==> config.mk <==
export PLATFORM = sky130hd
export DESIGN_NAME = sramcs_bus_gen
export DESIGN_NICKNAME = d
export VERILOG_FILES = /design/src/rtl/sramcs_pkg.sv /design/src/rtl/sramcs_rst_sync.sv /design/src/rtl/sramcs_cfg.sv /design/src/rtl/sramcs_seq.sv /design/src/rtl/sramcs_pins.sv /design/src/rtl/sramcs_bus_gen.sv
export SDC_FILE = /design/constraint.sdc
export NUM_CORES = 1
export LEC_CHECK = 0
export ABC_AREA = 1
export BUFFER_PORTS_ARGS = -buffer_cell sky130_fd_sc_hd__buf_2
export CAP_MARGIN = 30
export CORE_ASPECT_RATIO = 0.8
export CORE_MARGIN = 5
export CORE_UTILIZATION = 50
export DETAILED_ROUTE_END_ITERATION = 12
export PLACE_DENSITY = 0.78
export SYNTH_ARGS = -nofsm -noshare
export SYNTH_HDL_FRONTEND = slang
export SYNTH_HIERARCHICAL = 1
export SYNTH_SLANG_ARGS = --single-unit
==> constraint.sdc <==
create_clock -name clk -period 12.7 [get_ports clk]
set_input_delay 2.54 -clock clk [delete_from_list [all_inputs] [get_ports clk]]
set_output_delay 2.54 -clock clk [all_outputs]
set_load 0.005 [all_outputs]
==> src/rtl/sramcs_pkg.sv <==
`timescale 1ns/1ps
package sramcs_pkg;

  typedef enum logic [1:0] {
    ST_IDLE   = 2'd0,
    ST_SETUP  = 2'd1,
    ST_STROBE = 2'd2,
    ST_HOLD   = 2'd3
  } bus_st_e;

  typedef struct packed {
    logic       bas;   // strobe scheme: 1 = lanes span whole cycle
    logic [1:0] sw;    // setup field, delay = 2*sw+1 ticks
  } tim_cfg_t;

  localparam int          CFG_W        = 32;
  localparam int          SCHEME_BIT   = 20;
  localparam int          SETUP_LSB    = 11;
  localparam logic [31:0] CFG_RESET    = 32'h0000_0500;
  localparam logic [31:0] CFG_WR_MASK  = 32'h0010_1FFF;

endpackage

==> src/rtl/sramcs_rst_sync.sv <==
`timescale 1ns/1ps
module sramcs_rst_sync (
  input  logic clk,
  input  logic arst_n,
  output logic rst_n
);
  logic [1:0] sync_q;

  always_ff @(posedge clk or negedge arst_n) begin
    if (!arst_n) sync_q <= 2'b00;
    else         sync_q <= {sync_q[0], 1'b1};
  end

  assign rst_n = sync_q[1];
endmodule

==> src/rtl/sramcs_cfg.sv <==
`timescale 1ns/1ps
module sramcs_cfg
  import sramcs_pkg::*;
(
  input  logic             clk,
  input  logic             rst_n,
  input  logic             wr_en,
  input  logic [CFG_W-1:0] wdata,
  output logic [CFG_W-1:0] rdata,
  output tim_cfg_t         tcfg
);
  logic [CFG_W-1:0] cfg_q;
  logic [CFG_W-1:0] cfg_d;

  always_comb begin
    cfg_d = cfg_q;
    if (wr_en) cfg_d = wdata & CFG_WR_MASK;
  end

  always_ff @(posedge clk or negedge rst_n) begin
    if (!rst_n) cfg_q <= CFG_RESET;
    else        cfg_q <= cfg_d;
  end

  assign rdata    = cfg_q;
  assign tcfg.bas = cfg_q[SCHEME_BIT];
  assign tcfg.sw  = cfg_q[SETUP_LSB +: 2];

  // a write lands masked on the next edge
  p_write_masked_r2: assert property (@(posedge clk) disable iff (!rst_n)
    wr_en |=> (rdata == ($past(wdata) & CFG_WR_MASK)));
endmodule

==> src/rtl/sramcs_seq.sv <==
`timescale 1ns/1ps
module sramcs_seq
  import sramcs_pkg::*;
#(
  parameter int ADDR_W    = 24,
  parameter int DATA_W    = 32,
  parameter int LANES     = DATA_W / 8,
  parameter int STROBE_HC = 2
) (
  input  logic              clk,
  input  logic              rst_n,
  input  tim_cfg_t          tcfg,
  input  logic              req_valid,
  input  logic              req_write,
  input  logic [ADDR_W-1:0] req_addr,
  input  logic [LANES-1:0]  req_be,
  input  logic [DATA_W-1:0] req_wdata,
  output logic              req_ready,
  input  logic [DATA_W-1:0] bus_din,
  output bus_st_e           st_nxt,
  output logic              cyc_write_nxt,
  output logic              cyc_bas_nxt,
  output logic [ADDR_W-1:0] cyc_addr_nxt,
  output logic [LANES-1:0]  cyc_be_nxt,
  output logic [DATA_W-1:0] cyc_wdata_nxt,
  output logic              rsp_done,
  output logic [DATA_W-1:0] rsp_rdata
);
  localparam int MAX_CNT = (STROBE_HC > 7) ? STROBE_HC : 7;
  localparam int CNT_W   = $clog2(MAX_CNT + 1);

  bus_st_e           st_q;
  logic [CNT_W-1:0]  cnt_q, cnt_nxt;
  logic              load, sample;
  logic              cyc_write_q, cyc_bas_q;
  logic [ADDR_W-1:0] cyc_addr_q;
  logic [LANES-1:0]  cyc_be_q;
  logic [DATA_W-1:0] cyc_wdata_q;
  logic              done_q;
  logic [DATA_W-1:0] rdata_q;

  assign req_ready = (st_q == ST_IDLE);

  // next-state process
  always_comb begin
    st_nxt  = st_q;
    cnt_nxt = cnt_q;
    load    = 1'b0;
    sample  = 1'b0;
    unique case (st_q)
      ST_IDLE: begin
        if (req_valid) begin
          load    = 1'b1;
          st_nxt  = ST_SETUP;
          cnt_nxt = CNT_W'({tcfg.sw, 1'b0});
        end
      end
      ST_SETUP: begin
        if (cnt_q == '0) begin
          st_nxt  = ST_STROBE;
          cnt_nxt = CNT_W'(STROBE_HC - 1);
        end else begin
          cnt_nxt = cnt_q - CNT_W'(1);
        end
      end
      ST_STROBE: begin
        if (cnt_q == '0) begin
          st_nxt = ST_HOLD;
          sample = 1'b1;
        end else begin
          cnt_nxt = cnt_q - CNT_W'(1);
        end
      end
      ST_HOLD: st_nxt = ST_IDLE;
      default: st_nxt = ST_IDLE;
    endcase
  end

  assign cyc_write_nxt = load ? req_write : cyc_write_q;
  assign cyc_bas_nxt   = load ? tcfg.bas  : cyc_bas_q;
  assign cyc_addr_nxt  = load ? req_addr  : cyc_addr_q;
  assign cyc_be_nxt    = load ? req_be    : cyc_be_q;
  assign cyc_wdata_nxt = load ? req_wdata : cyc_wdata_q;

  // register process
  always_ff @(posedge clk or negedge rst_n) begin
    if (!rst_n) begin
      st_q        <= ST_IDLE;
      cnt_q       <= '0;
      cyc_write_q <= 1'b0;
      cyc_bas_q   <= 1'b0;
      cyc_addr_q  <= '0;
      cyc_be_q    <= '0;
      cyc_wdata_q <= '0;
      done_q      <= 1'b0;
      rdata_q     <= '0;
    end else begin
      st_q   <= st_nxt;
      cnt_q  <= cnt_nxt;
      done_q <= sample;
      if (load) begin
        cyc_write_q <= req_write;
        cyc_bas_q   <= tcfg.bas;
        cyc_addr_q  <= req_addr;
        cyc_be_q    <= req_be;
        cyc_wdata_q <= req_wdata;
      end
      if (sample && !cyc_write_q) rdata_q <= bus_din;
    end
  end

  assign rsp_done  = done_q;
  assign rsp_rdata = rdata_q;

  // the cycle snapshot is frozen while a cycle runs
  p_snapshot_frozen_r10: assert property (@(posedge clk) disable iff (!rst_n)
    (st_q != ST_IDLE) |=> ($stable(cyc_addr_q) && $stable(cyc_bas_q) &&
                           $stable(cyc_write_q) && $stable(cyc_be_q)));

  // completion is a single tick
  p_done_single_r8: assert property (@(posedge clk) disable iff (!rst_n)
    rsp_done |=> !rsp_done);

  // a busy block never reports ready on the following tick of a setup
  p_no_accept_busy_r9: assert property (@(posedge clk) disable iff (!rst_n)
    (st_q == ST_SETUP) |=> !req_ready);
endmodule

==> src/rtl/sramcs_pins.sv <==
`timescale 1ns/1ps
module sramcs_pins
  import sramcs_pkg::*;
#(
  parameter int ADDR_W = 24,
  parameter int DATA_W = 32,
  parameter int LANES  = DATA_W / 8
) (
  input  logic              clk,
  input  logic              rst_n,
  input  bus_st_e           st_nxt,
  input  logic              cyc_write_nxt,
  input  logic              cyc_bas_nxt,
  input  logic [ADDR_W-1:0] cyc_addr_nxt,
  input  logic [LANES-1:0]  cyc_be_nxt,
  input  logic [DATA_W-1:0] cyc_wdata_nxt,
  output logic              bus_cs_n,
  output logic [ADDR_W-1:0] bus_addr,
  output logic              bus_rd_n,
  output logic [LANES-1:0]  bus_we_n,
  output logic              bus_rdwr_n,
  output logic [DATA_W-1:0] bus_dout,
  output logic              bus_doe
);
  logic active, strobe_win;
  logic cs_d, rd_d, rdwr_d, doe_d;

  assign active     = (st_nxt != ST_IDLE);
  assign strobe_win = (st_nxt == ST_STROBE);

  always_comb begin
    cs_d   = active;
    rd_d   = strobe_win & ~cyc_write_nxt;
    rdwr_d = cyc_write_nxt & (cyc_bas_nxt ? strobe_win : active);
    doe_d  = active & cyc_write_nxt;
  end

  always_ff @(posedge clk or negedge rst_n) begin
    if (!rst_n) begin
      bus_cs_n   <= 1'b1;
      bus_rd_n   <= 1'b1;
      bus_rdwr_n <= 1'b1;
      bus_doe    <= 1'b0;
      bus_addr   <= '0;
      bus_dout   <= '0;
    end else begin
      bus_cs_n   <= ~cs_d;
      bus_rd_n   <= ~rd_d;
      bus_rdwr_n <= ~rdwr_d;
      bus_doe    <= doe_d;
      if (active)           bus_addr <= cyc_addr_nxt;
      if (doe_d)            bus_dout <= cyc_wdata_nxt;
    end
  end

  for (genvar ln = 0; ln < LANES; ln++) begin : g_lane
    logic lane_d;
    assign lane_d = cyc_be_nxt[ln] & (cyc_bas_nxt ? active : strobe_win);
    always_ff @(posedge clk or negedge rst_n) begin
      if (!rst_n) bus_we_n[ln] <= 1'b1;
      else        bus_we_n[ln] <= ~lane_d;
    end
  end

  // strobes never start together with chip select
  p_setup_gap_r3: assert property (@(posedge clk) disable iff (!rst_n)
    $fell(bus_cs_n) |-> bus_rd_n);

  // chip select survives the end of the strobe
  p_cs_hold_r4: assert property (@(posedge clk) disable iff (!rst_n)
    $rose(bus_rd_n) |-> !bus_cs_n);

  // address is steady across consecutive chip-select ticks
  p_addr_stable_r4: assert property (@(posedge clk) disable iff (!rst_n)
    (!bus_cs_n && $past(!bus_cs_n)) |-> $stable(bus_addr));

  // read strobe only inside chip select and never with data driven
  p_rd_exclusive_r5: assert property (@(posedge clk) disable iff (!rst_n)
    !bus_rd_n |-> (!bus_cs_n && !bus_doe));
endmodule

==> src/rtl/sramcs_bus_gen.sv <==
`timescale 1ns/1ps
module sramcs_bus_gen
  import sramcs_pkg::*;
#(
  parameter int ADDR_W    = 24,
  parameter int DATA_W    = 32,
  parameter int STROBE_HC = 2,
  localparam int LANES    = DATA_W / 8
) (
  input  logic              clk,
  input  logic              arst_n,
  input  logic              reg_wr,
  input  logic [31:0]       reg_wdata,
  output logic [31:0]       reg_rdata,
  input  logic              req_valid,
  output logic              req_ready,
  input  logic              req_write,
  input  logic [ADDR_W-1:0] req_addr,
  input  logic [LANES-1:0]  req_be,
  input  logic [DATA_W-1:0] req_wdata,
  output logic              rsp_done,
  output logic [DATA_W-1:0] rsp_rdata,
  output logic              bus_cs_n,
  output logic [ADDR_W-1:0] bus_addr,
  output logic              bus_rd_n,
  output logic [LANES-1:0]  bus_we_n,
  output logic              bus_rdwr_n,
  output logic [DATA_W-1:0] bus_dout,
  output logic              bus_doe,
  input  logic [DATA_W-1:0] bus_din
);
  logic              rst_n;
  tim_cfg_t          tcfg;
  bus_st_e           st_nxt;
  logic              cyc_write_nxt, cyc_bas_nxt;
  logic [ADDR_W-1:0] cyc_addr_nxt;
  logic [LANES-1:0]  cyc_be_nxt;
  logic [DATA_W-1:0] cyc_wdata_nxt;

  sramcs_rst_sync u_rst (
    .clk    (clk),
    .arst_n (arst_n),
    .rst_n  (rst_n)
  );

  sramcs_cfg u_cfg (
    .clk   (clk),
    .rst_n (rst_n),
    .wr_en (reg_wr),
    .wdata (reg_wdata),
    .rdata (reg_rdata),
    .tcfg  (tcfg)
  );

  sramcs_seq #(
    .ADDR_W (ADDR_W), .DATA_W (DATA_W), .LANES (LANES), .STROBE_HC (STROBE_HC)
  ) u_seq (
    .clk           (clk),
    .rst_n         (rst_n),
    .tcfg          (tcfg),
    .req_valid     (req_valid),
    .req_write     (req_write),
    .req_addr      (req_addr),
    .req_be        (req_be),
    .req_wdata     (req_wdata),
    .req_ready     (req_ready),
    .bus_din       (bus_din),
    .st_nxt        (st_nxt),
    .cyc_write_nxt (cyc_write_nxt),
    .cyc_bas_nxt   (cyc_bas_nxt),
    .cyc_addr_nxt  (cyc_addr_nxt),
    .cyc_be_nxt    (cyc_be_nxt),
    .cyc_wdata_nxt (cyc_wdata_nxt),
    .rsp_done      (rsp_done),
    .rsp_rdata     (rsp_rdata)
  );

  sramcs_pins #(
    .ADDR_W (ADDR_W), .DATA_W (DATA_W), .LANES (LANES)
  ) u_pins (
    .clk           (clk),
    .rst_n         (rst_n),
    .st_nxt        (st_nxt),
    .cyc_write_nxt (cyc_write_nxt),
    .cyc_bas_nxt   (cyc_bas_nxt),
    .cyc_addr_nxt  (cyc_addr_nxt),
    .cyc_be_nxt    (cyc_be_nxt),
    .cyc_wdata_nxt (cyc_wdata_nxt),
    .bus_cs_n      (bus_cs_n),
    .bus_addr      (bus_addr),
    .bus_rd_n      (bus_rd_n),
    .bus_we_n      (bus_we_n),
    .bus_rdwr_n    (bus_rdwr_n),
    .bus_dout      (bus_dout),
    .bus_doe       (bus_doe)
  );

  // completion always coincides with the hold tick (chip select low)
  p_done_in_hold_r8: assert property (@(posedge clk) disable iff (!rst_n)
    rsp_done |-> (!bus_cs_n && bus_rd_n));
endmodule

==> key figures, run 1 <==
Floorplan
  • Core area: 0.01425 mm2
  • Die area: 0.01697 mm2
  • Height of the chip: 117.5 um
  • Starting Density: approximately 50%
  • # rows: 39
  • I/O pin cnt: between 200 and 300
  • Die Wd: around 140 um

Status
  • Status: finished clean

Logic synthesis
  • Seq/Total Area, Yosys: 62.48%
  • Seq cells post-synth: 180
  • Area leader, netlist: dfrtp_1
  • Syn avg cell area: 8.944 um2
  • Synthesized instance count: 808
  • Yosys cell types: 23
  • Cell Area, Synth: about 0.0072 mm2
  • Yosys Warn Count: 6
  • Synth area leaders: dfrtp_1, nand2_1, nand3_1
  • Post-synth top area share: 59.21%

Timing
  • Fin Clk Skew: 10.46 ps
  • Worst Tran Pin Value: 872.9 ps
  • Final Max Slew Viols: 0
  • Max Freq: 234.8 MHz
  • Final Critical Period: around 4300 ps
  • Max-Slew Margin vs Limit: 41.81%
  • RSZ-0062 raised after global routing: false
  • Final setup violation count: 0
  • Period utilisation layout: 33.53%
  • Final hold viol count: 0
  • Setup TNS: 0 ps

Route
  • Initial DRT Pass Iterations: 4
  • Final WL: 17.81 mm
  • Vias: 5853
  • Vias per inst: 4.825
  • DR iter-0 viols: 367
  • DRC violations left: 0
  • Routed Antenna Nets: 0
  • Wire per inst: 14.68 um

Pwr
  • Worst VDD drop: 0.1523 mV
  • Static leakage: 5.175 nW
  • Power per Cell Area: 264.8 mW/mm2

Final layout
  • P&R area growth vs syn: 24.13%
  • Fillcell total: roughly 1.2k
  • Nets: 1149
  • Fin area: 0.008971 mm2
  • Layout cells sized above 1: about 28%

Clock network
  • CTS tree: built
  • Post-CTS Resized: 0
  • Clk sinks: 180
  • Clk slew on worst S/H paths: 70 ps
  • Longest Clk Path Bufs: 2
  • CTS buffer count: 17
  • Htree depth: 4
  • Clock latency on the worst-skew pair: 420 ps
  • Hold_buf cts: 0
  • CTS root buffer: clkbuf_16
  • Setup bufs post-CTS: 0

Setup path
  • R2R depth: 12
  • CP Capture Type: flop
  • CP Data Arrival Time: about 4600 ps
  • CP required: 13010 ps
  • Reg2reg end: u_pins/bus_dout[12]$_DFFE_PN0P_
  • Setup slack, reg-to-reg: 9970 ps
  • Critical path launch point type: primary input
  • Worst-path maximum fanout: 64
  • Reg-to-Reg Start: u_seq/st_q[1]$_DFF_PN0_
  • Critical path type: in -> reg

GRT
  • Vias in the first global route: 5794
  • Grt total ovfl: 0
  • Global-route wire length before repair: 28.61 mm
  • Initial antenna violation count: 1
  • Global-route usage over all layers: 21.04%
  • Pin count of the biggest net entering global routing: 71

Placed design
  • Port Buf Inserts: 222
  • DP Area: 0.008356 mm2
  • HPWL Detailed: 11.85 mm
  • Gpl congestion: 0.7962

Run
  • Max Cap Viol: 0

Hold path
  • Worst hold path type: reg -> async
[logic make-up (layout without fill, tap and decap cells)]
| logic type | count (synthesis) | in the layout | synth area share [%] |
|---|---|---|---|
| simple gates | 536 | 536 | 29.50 |
| flops | 180 | 180 | 62.48 |
| other cells | 2 | 20 | 0.1039 |
| compound gates | 8 | 8 | 0.6234 |
| buf+inv | 77 | 280 | 6.423 |
| fa+ha+maj | 5 | 5 | 0.8657 |
[synth_stat cells, drive strengths merged]
cell type and n:
nor2 6, buf 54, clkbuf 6, dfrtp 171, dfstp 9, ha 5, o21ai 4, o211ai 1
o31ai 1, nand3 71, conb 2, a21oi 2, inv 16, nand2 459, clkinv 1
[final cells by class]
type / count / area, um2 / share of cell area, %
sequential: 180 / 4519 / 50.38
tap: 184 / 230.2 / 2.566
timing repair buffer: 231 / 1219 / 13.58
clock buffer: 23 / 498.0 / 5.551
clock inverter: 9 / 115.1 / 1.283
antenna: 1 / 2.502 / 0.02789
multi-input combinational: 568 / 2323 / 25.90
inverter: 17 / 63.81 / 0.7113
[power by group]
| part | total, mW | internal [mW] | switching, mW |
|---|---|---|---|
| Combinational | 0.901 | 0.320 | 0.581 |
| Sequential | 0.935 | 0.831 | 0.104 |
| Clock | 0.539 | 0.319 | 0.221 |
| Total | 2.38 | 1.47 | 0.905 |
[worst max-delay path, stage by stage]
cell and delay (ps):
buf_2 110, nand2_2 70, buf_4 540, o211ai_1 200, nand2_1 110, inv_1 100
inv_1 100, nand2_2 290, buf_12 300, nand3_1 100, nand2_1 70
[state kept, by name, indices dropped and copies added, names as in the netlist, 2 cells and up]
signal	count
u_pins/bus_addr	24
u_seq/cyc_wdata_q	32
u_seq/st_q	2
u_pins/bus_we_n	4
u_seq/cyc_be_q	4
u_seq/rsp_rdata	32
u_seq/cnt_q	3
u_seq/cyc_addr_q	24
u_cfg/rdata	14
u_rst/sync_q	2
u_pins/bus_dout	32
[per-layer routing]
metal	wire (um)	up-vias	part of all wire, %	global-route usage, %
met5	0	-	0	0
met4	90	0	0.51	4.545
met3	1598	13	9.0	6.499
met2	8393	208	47	32.75
met1	7726	2773	43	29.29
li1	-	2859	-	-
[worst max path at each step]
stage                              startpoint                               to  slack [ps]  cells past startpoint
global route                        req_valid  u_pins/bus_dout[12]$_DFFE_PN0P_        8230                     11
global placement                    req_valid      u_pins/bus_rdwr_n$_DFF_PN1_        7700                      9
detailed placement                  req_valid  u_pins/bus_addr[14]$_DFFE_PN0N_        8000                     10
CTS                                 req_valid  u_pins/bus_dout[12]$_DFFE_PN0P_        8420                     11
finish                              req_valid  u_pins/bus_dout[12]$_DFFE_PN0P_        8440                     11
floorplan           u_rst/sync_q[1]$_DFF_PN0_       u_cfg/rdata[0]$_DFFE_PN0P_        7330                      0
[cells in the final DEF (no fill, tap or decap), drive strengths merged, types with 5 or more instances in the layout]
cell,Yosys,layout
nor2,6,6
clkbuf,6,23
dfrtp,171,171
dfstp,9,9
nand2,459,459
nand3,71,71
ha,5,5
inv,16,19
conb,2,19
buf,54,231
[metrics by stage]
stage | hold slack [ps] | setup slack (ps) | power [mW] | util (%) | cells
floorplan | 331.2 | 7329 | 1.514 | - | 825
global placement | 318.9 | 7696 | 1.785 | 58.20 | 1177
detailed placement | 323.5 | 8004 | 1.851 | 58.64 | 1180
CTS | 327.3 | 8416 | 2.399 | 62.94 | 1212
global route | 361.4 | 8227 | 2.554 | 62.96 | 1213
finish | 306.2 | 8442 | 2.375 | 62.96 | 1213
(Power assumes the default switching activity.)
==> run 2, diff against run 1 <==
Settings changed: CORE_UTILIZATION 50 to 45, PLACE_DENSITY 0.78 to 0.74.
Clock period 12.7 ns to 3.5 ns, I/O delays scaled along.
==> key figures, run 2 (same netlist as run 1, synthesis figures left out) <==
Status
  • Status: finished clean (unchanged)

Timing
  • Max-Slew Margin vs Limit: 44.21% (was 41.81%)
  • Worst setup margin: 1162 ps (was 8442 ps)
  • Final Critical Period: 2338 ps
  • Final setup violation count: 0 (unchanged)
  • Fin Clk Skew: 5.599 ps (was 10.46 ps)
  • Worst Tran Pin Value: 828.1 ps (was 872.9 ps)
  • Setup TNS: 0 ps (unchanged)
  • Max Freq: around 430 MHz
  • Final hold viol count: 0 (unchanged)
  • RSZ-0062 raised after global routing: false (unchanged)
  • Period utilisation layout: 66.81%
  • Final Max Slew Viols: 0 (unchanged)

GRT
  • Initial antenna violation count: 1 (unchanged)
  • Grt total ovfl: 0 (unchanged)
  • Vias in the first global route: 5641 (was 5794)
  • Global-route usage over all layers: 19.30% (was 21.04%)
  • Global-route wire length before repair: 28.24 mm (was 28.61 mm)
  • Pin count of the biggest net entering global routing: 85 (was 71)

Clock network
  • Htree depth: 4 (unchanged)
  • CTS root buffer: clkbuf_16 (unchanged)
  • Post-CTS Resized: 0 (unchanged)
  • CTS buffer count: 17 (unchanged)
  • Setup bufs post-CTS: 0 (unchanged)
  • Clk slew on worst S/H paths: 60 ps (was 70 ps)
  • Longest Clk Path Bufs: 2 (unchanged)
  • Clock latency on the worst-skew pair: 420 ps (about the same)
  • CTS tree: built (unchanged)
  • Hold_buf cts: 0 (unchanged)
  • Clk sinks: 180 (unchanged)

Route
  • Vias per inst: 4.672 (was 4.825)
  • Final WL: 17.86 mm (was 17.81 mm)
  • Wire per inst: 14.33 um (was 14.68 um)
  • DRC violations left: 0 (unchanged)
  • Initial DRT Pass Iterations: 6 (was 4)
  • Vias: 5821 (was 5853)
  • Routed Antenna Nets: 0 (unchanged)
  • DR iter-0 viols: 316 (was 367)

Placed design
  • HPWL Detailed: 11.88 mm (was 11.85 mm)
  • Gpl congestion: 0.8025 (was 0.7962)
  • Pre-CTS WS: 1184 ps (was 8004 ps)
  • Port Buf Inserts: 222 (unchanged)

Setup path
  • Setup slack, reg-to-reg: 1160 ps (was 9970 ps)
  • CP Capture Type: flop (unchanged)
  • Critical path type: reg -> reg (was in -> reg)
  • CP required: 3850 ps (was 13010 ps)
  • Critical path launch point type: flop (was primary input)
  • R2R depth: 13 (was 12)
  • Setup crit start: u_seq/st_q[0]$_DFF_PN0_ (was req_valid)
  • Reg-to-Reg Start: u_seq/st_q[0]$_DFF_PN0_ (was u_seq/st_q[1]$_DFF_PN0_)
  • Reg2reg end: u_pins/bus_dout[29]$_DFFE_PN0P_ (was u_pins/bus_dout[12]$_DFFE_PN0P_)
  • Worst-path maximum fanout: 56 (was 64)
  • CP Data Arrival Time: 2690 ps (was 4570 ps)

Pwr
  • Switching Fraction: 38.16% (was 38.12%)
  • Pint: 5.272 mW (was 1.470 mW)
  • Clock network power share: 22.6% (was 22.7%)
  • Static leakage: 5.186 nW (was 5.175 nW)
  • Power share of the sequential group: 39.8% (was 39.4%)
  • Combinational Power Share: 37.6% (was 37.9%)
  • Worst VDD drop: 0.6297 mV (was 0.1523 mV)
  • Power per Cell Area: 947.3 mW/mm2 (was 264.8 mW/mm2)
  • Switch Pwr: 3.253 mW (was 0.9054 mW)

Floorplan
  • # rows: 41 (was 39)
  • Height of the chip: 123.4 um (was 117.5 um)
  • Core area: 0.01575 mm2 (was 0.01425 mm2)
  • I/O pin cnt: 259 (unchanged)
  • Starting Density: 45.89% (was 50.72%)
  • Die Wd: 151.7 um (was 144.4 um)
  • Die area: 0.01871 mm2 (was 0.01697 mm2)

Final layout
  • Leading cell type in the layout, fill and taps excluded: nand2_1 (unchanged)
  • P&R area growth vs syn: 24.53% (was 24.13%)
  • Final Util: 57.15% (was 62.96%)
  • Layout cells sized above 1: 27.93% (was 27.72%)
  • Ant diodes: 0 (was 1)
  • Nets: 1152 (was 1149)
  • Fillcell total: 1444 (was 1242)
  • Most frequent cells in the layout: nand2_1, buf_2, dfrtp_1 (unchanged)

Run
  • Max Cap Viol: 0 (unchanged)

Hold path
  • Worst hold path type: in -> async (was reg -> async)
run 2: cell type report:
cell class	instances	area (um2)	area share, %
Clock buffer	22	484.2	5.380
Inverter	17	63.81	0.7090
Sequential cell	180	4519	50.22
Timing Repair Buffer	234	1221	13.57
Clock inverter	10	118.9	1.321
Multi-Input combinational cell	568	2323	25.82
Tap cell	215	269.0	2.989
run 2: routing by layer:
layer | up-vias | GRT usage (%) | routed length [um]
met5 | - | 0 | 13
met4 | 2 | 4.882 | 184
met3 | 18 | 6.229 | 1576
met2 | 177 | 30.88 | 8324
met1 | 2744 | 25.69 | 7760
li1 | 2880 | - | -
run 2: power groups by stage:
| stage | Clock (mW) | Sequential [mW] | Combinational [mW] |
|---|---|---|---|
| 3_3_place_gp | 0 | 3.40 | 3.14 |
| 6_report | 1.92 | 3.40 | 3.20 |
| 5_1_grt | 2.05 | 3.50 | 3.69 |
| 4_1_cts | 1.97 | 3.41 | 3.26 |
| 2_1_floorplan | 0 | 3.45 | 2.04 |
| 3_5_place_dp | 0 | 3.42 | 3.26 |
run 2: how the worst max path moves through the flow:
stage	end	slack [ps]	depth (start not counted)
3_5_place_dp	u_pins/bus_we_n[0]$_DFF_PN1_	1180	8
4_1_cts	u_pins/bus_dout[29]$_DFFE_PN0P_	1160	13
2_1_floorplan	u_cfg/rdata[0]$_DFFE_PN0P_	540	0
3_3_place_gp	u_pins/bus_dout[3]$_DFFE_PN0P_	890	12
5_1_grt	u_pins/bus_rdwr_n$_DFF_PN1_	900	10
6_report	u_pins/bus_dout[29]$_DFFE_PN0P_	1160	13
run 2: per-stage QoR:
| step | cell area [um2] | hold slack, ps | instances | power [mW] |
|---|---|---|---|---|
| 2_1_floorplan | 7292 | 331.1 | 825 | 5.491 |
| 3_3_place_gp | 8382 | 332.0 | 1213 | 6.540 |
| 3_5_place_dp | 8397 | 336.5 | 1214 | 6.685 |
| 4_1_cts | 9000 | 31.06 | 1246 | 8.639 |
| 5_1_grt | 9000 | 32.01 | 1246 | 9.248 |
| 6_report | 9000 | 54.51 | 1246 | 8.525 |
run 2: critical path, cell delays in order, from the launching register on:
cell,delay [ps]
dfrtp_1,390
inv_1,110
ha_1,200
inv_2,100
nand3_1,120
nand2_1,80
nand2_1,60
nand2_1,50
inv_1,170
inv_1,90
nand2_2,70
buf_4,500
nand3_1,170
nand2_1,110
